### config.mk
export PLATFORM = sky130hd
export DESIGN_NAME = trig_fanout
export DESIGN_NICKNAME = d
export VERILOG_FILES = /design/src/rtl/trig_pkg.sv /design/src/rtl/trig_route.sv /design/src/rtl/trig_ctrl.sv /design/src/rtl/trig_fanout.sv
export SDC_FILE = /design/constraint.sdc
export NUM_CORES = 1
export LEC_CHECK = 0
export BUFFER_PORTS_ARGS = -buffer_cell sky130_fd_sc_hd__buf_2
export CORE_ASPECT_RATIO = 0.8
export CORE_UTILIZATION = 50
export CTS_BUF_LIST = sky130_fd_sc_hd__clkbuf_8
export DETAILED_ROUTE_END_ITERATION = 16
export GPL_ROUTABILITY_DRIVEN = 0
export PLACE_DENSITY = 0.74
export SYNTH_ARGS = -nofsm -noshare
export SYNTH_HDL_FRONTEND = slang
export SYNTH_HIERARCHICAL = 1
export SYNTH_SLANG_ARGS = --single-unit
### constraint.sdc
create_clock -name clk -period 3 [get_ports clk]
set_input_delay 0.6 -clock clk [delete_from_list [all_inputs] [get_ports clk]]
set_output_delay 0.6 -clock clk [all_outputs]
set_load 0.02 [all_outputs]
### src/rtl/trig_pkg.sv
package trig_pkg;
  localparam int DLY_W_DEF  = 4;
  localparam int ROUTES_DEF = 4;

  // per-route phase
  typedef enum logic [1:0] {
    RT_IDLE = 2'd0,
    RT_WAIT = 2'd1,
    RT_HIGH = 2'd2
  } rt_phase_t;
endpackage

### src/rtl/trig_route.sv
module trig_route
  import trig_pkg::*;
#(
  parameter int DLY_W = DLY_W_DEF
) (
  input  logic             clk,
  input  logic             rst,
  input  logic             load,
  input  logic             en_in,
  input  logic [DLY_W-1:0] dly_in,
  input  logic             tick,
  output logic             active,
  output logic             pulse
);
  rt_phase_t        st_q, st_d;
  logic [DLY_W-1:0] cnt_q, cnt_d;
  logic             pulse_q;

  always_comb begin
    st_d  = st_q;
    cnt_d = cnt_q;
    if (load) begin
      st_d  = en_in ? RT_WAIT : RT_IDLE;
      cnt_d = dly_in;
    end else if (tick) begin
      unique case (st_q)
        RT_WAIT: begin
          if (cnt_q == '0) st_d = RT_HIGH;
          else             cnt_d = cnt_q - 1'b1;
        end
        RT_HIGH: st_d = RT_IDLE;
        default: st_d = RT_IDLE;
      endcase
    end
  end

  always_ff @(posedge clk) begin
    if (rst) begin
      st_q    <= RT_IDLE;
      cnt_q   <= '0;
      pulse_q <= 1'b0;
    end else begin
      st_q    <= st_d;
      cnt_q   <= cnt_d;
      pulse_q <= (st_d == RT_HIGH);
    end
  end

  assign active = (st_q != RT_IDLE);
  assign pulse  = pulse_q;
endmodule

### src/rtl/trig_ctrl.sv
module trig_ctrl #(
  parameter int ROUTES = trig_pkg::ROUTES_DEF
) (
  input  logic              cmd,
  input  logic [ROUTES-1:0] active,
  output logic              accept,
  output logic              busy
);
  assign busy   = |active;
  assign accept = cmd & ~busy;
endmodule

### src/rtl/trig_fanout.sv
module trig_fanout
  import trig_pkg::*;
#(
  parameter int ROUTES = ROUTES_DEF,
  parameter int DLY_W  = DLY_W_DEF
) (
  input  logic                    clk,
  input  logic                    rst,
  input  logic                    cmd,
  input  logic [ROUTES*DLY_W-1:0] delay_i,
  input  logic [ROUTES-1:0]       route_en,
  input  logic [ROUTES-1:0]       sync_en,
  output logic [ROUTES-1:0]       pulse_o,
  output logic                    busy_o
);
  logic [ROUTES-1:0] active;
  logic              accept;

  trig_ctrl #(.ROUTES(ROUTES)) u_ctrl (
    .cmd    (cmd),
    .active (active),
    .accept (accept),
    .busy   (busy_o)
  );

  for (genvar g = 0; g < ROUTES; g++) begin : g_rt
    trig_route #(.DLY_W(DLY_W)) u_rt (
      .clk    (clk),
      .rst    (rst),
      .load   (accept),
      .en_in  (route_en[g]),
      .dly_in (delay_i[g*DLY_W +: DLY_W]),
      .tick   (sync_en[g]),
      .active (active[g]),
      .pulse  (pulse_o[g])
    );
  end
endmodule

==> flow_metrics.tcl <==
set metrics [dict create \
    route.final.wire_length_um 3270 \
    ys.warnings.count 6 \
    detail_route.first_pass.iterations 4 \
    finalHoldViolCount 0 \
    use_met3 0.0526 \
    die_area_um2 3330 \
    placed_cells 246 \
    cts_root_buf "clkbuf_8" \
    final.period_utilization 0.746 \
    worstSetupStartpointType "flip-flop" \
    max-cap-violations 0 \
    met1_usage_in_global_routing 0.261 \
    fin_cells 250 \
    initial_antenna_violation_count 0 \
    drtIter0Drc 80 \
    synth.top_cells.by_count "dfxtp_1 (28), inv_1 (17), a311oi_1 (16)" \
    finalMaxSlewViolations 0 \
    final.setup_skew_ps 2.74 \
    grt_first_pass_wirelength_um 5710 \
    timing.setup.tns_ps 0 \
    dpl-instance-area_um2 1740 \
    timing.hold.worst.start "g_rt[2].u_rt/cnt_q[0]" \
    power_leakage_uw 0.000710 \
    p_per_area_nw_per_um2 622 \
    stage_delay_of_the_slowest_cell_on_the_critical_path_ps 540 \
    synth_simple_gate_area_share 0.305 \
    reg_clk_slew_reported_paths_ps 90 \
    clock_path_buffers 2 \
    critical_path_endpoint_category "primary output" \
    min_path_cells 2 \
    run_status "completed" \
    gr-usage-met2 0.405 \
    worstPathRequired_ps 2400 \
    critical-path-top-delay-family "simple AND/OR/NAND/NOR gates" \
    cts.sinks 28 \
    synth.most_common_cell "dfxtp_1" \
    io_pins 32 \
    tightest_slew_ps 633 \
    worst_path_max_delay_cell "or4_4" \
    timing.critical_path.arrival_ps 1640 \
    synth_top_area_share 0.361 \
    yosysSeqAreaShare 0.361 \
    syn_nets 214 \
    fp.dieH_um 51.8 \
    final_core_utilization 0.630 \
    netlist_instances 183 \
    finalCriticalPeriod_ps 2240 \
    tritoncts_clock_tree "built" \
    number_of_flops_mapped_to_enable_cells_by_yosys 0 \
    dp_hpwl_um 2370 \
    number_of_buffers_added_for_setup_after_cts 0 \
    hold_path.class "flip-flop to flip-flop" \
    synthMuxAreaShare 0.0258 \
    timing.critical_path.depth 3 \
    report.final.setup_viol 0 \
    clk-insertion-delay-late_ps 270 \
    grt_pass1_vias 1378 \
    post_synth.cell_area_avg_um2 8.48 \
    insertedDiodeCount 0 \
    globalRouteTotalUtil 0.221 \
    cts-hold-fix-buffers 0 \
    via_count 1459 \
    floorplan.die.width_um 64.3 \
    ys_top_cells_by_area "dfxtp_1 (36%), a311oi_1 (9.0%), inv_1 (4.1%)" \
    max-slew-margin-rel 0.578 \
    grt_setup_unrepaired "false" \
    netlist-cell-type-count 26 \
    combinational_family_with_the_most_area_after_synthesis "simple AND/OR/NAND/NOR gates" \
    port-buffer-count 31 \
    core_area_um2 2850 \
    nets 244 \
    yosys.area_share.adder 0.0322 \
    area.growth.synth_to_final_pct 15.6 \
    path_cells "or2_2, or4_4, buf_2" \
    worstPathBufferInverterCount 1 \
    yosys.area_share.xor_xnor 0 \
    antenna_violating_nets_post_route 0 \
    grt_busiest_layer "met2" \
    synth_area_um2 1550 \
    rows 17 \
    drc 0 \
    route.detailed.vias_per_inst 5.84 \
    grt_max_degree 37 \
    global_route.overflow_total 0 \
    postSynthRegisterBits 28 \
    vdd_ir_drop_max_uv 285 \
    final_area_um2 1800 \
    startpoint "g_rt[1].u_rt/st_q[0]" \
    h-tree-depth 1 \
    effective_utilization_at_floorplan 0.545 \
    synth_compound_gate_area_share 0.216 \
    yosys.area.top_type "dfxtp_1" \
    worst-path-max-fanout 5 \
    cts-buffers-inserted 3 \
    fmaxAchievable_mhz 447 \
    cts_resized 0 \
    worst-setup-path-type "flip-flop to primary output" \
    layout-drive-gt1-share 0.241 \
    synth-main-ff-cell "dfxtp_1" \
    fillCellCount 260 \
    synth-async-reset-ratio 0 \
    worstReg2RegStart "g_rt[1].u_rt/st_q[0]" \
    wl_per_cell_um 13.1 \
    r2r.worst_path.cells 6 \
]
-- registers in the layout (all words and copies together), names as in the netlist --
name	cells
g_rt.u_rt/cnt_q	16
g_rt.u_rt/pulse	4
g_rt.u_rt/st_q	8
-- cells by family (layout without fill, tap and decap cells) --
kind of cell | after synthesis | count (layout)
buffers and inverters | 25 | 54
adders and majority gates | 4 | 4
AOI/OAI and AO/OA | 44 | 44
muxes | 4 | 4
DFF | 28 | 28
and+or+nand+nor | 78 | 78
-- layout by cell type, fill, tap and decap left out --
master / n
or4_4: 1
buf_2: 31
mux2i_1: 4
nor2_1: 12
nor3_1: 4
nand3b_1: 4
a2111o_1: 4
nand2_1: 8
nand4b_1: 4
a311oi_1: 16
nor3b_1: 4
inv_1: 17
buf_4: 2
and3b_1: 4
dfxtp_1: 28
or2_2: 8
nand3_1: 8
o21ai_0: 12
or3_1: 4
nand2b_1: 8
nor2_2: 1
a211oi_1: 8
o211ai_1: 4
ha_1: 4
clkbuf_8: 4
or4_1: 4
or3b_2: 4
-- final cells by class --
cell class / count / area (um2) / share of cell area
Tap cell: 38 / 47.5 / 0.0265
Clock buffer: 4 / 55.1 / 0.0307
Timing Repair Buffer: 33 / 170 / 0.0948
Multi-Input combinational cell: 130 / 898 / 0.500
Inverter: 17 / 63.8 / 0.0355
Sequential cell: 28 / 561 / 0.312
-- worst register-to-register path: cells and delay by family (launching register included) --
| family | cells | cell delay [ps] |
|---|---|---|
| buffers and inverters | 2 | 360 |
| and+or+nand+nor | 3 | 950 |
| DFF | 1 | 350 |
| AOI/OAI and AO/OA | 1 | 290 |
-- final timing paths --
kind | endpoint | slack, ps
setup reg to reg | g_rt[0].u_rt/st_q[0] | 960
setup / recovery | busy_o | 760
hold / removal | g_rt[2].u_rt/cnt_q[0] | 530
hold reg to reg | g_rt[2].u_rt/cnt_q[0] | 530
-- stage by stage --
stage               setup WS, ps  power, uW  hold slack (ps)
floorplan                    968        788              481
global placement            1060        870              505
detailed placement          1010        887              517
CTS                          749       1120              531
global route                 709       1200              548
finish                       762       1120              530
-- power by group --
part           internal, uW  switching [uW]
clock                   117             114
combinational           181             230
sequential              427            48.3
total                   725             392
-- metal layers --
| layer | vias up | part of all wire |
|---|---|---|
| met5 | - | 0 |
| met2 | 36 | 0.47 |
| met4 | 0 | 0.0043 |
| met3 | 2 | 0.042 |
| li1 | 744 | - |
| met1 | 677 | 0.48 |
No activity file was read; power rests on OpenSTA's default activity.
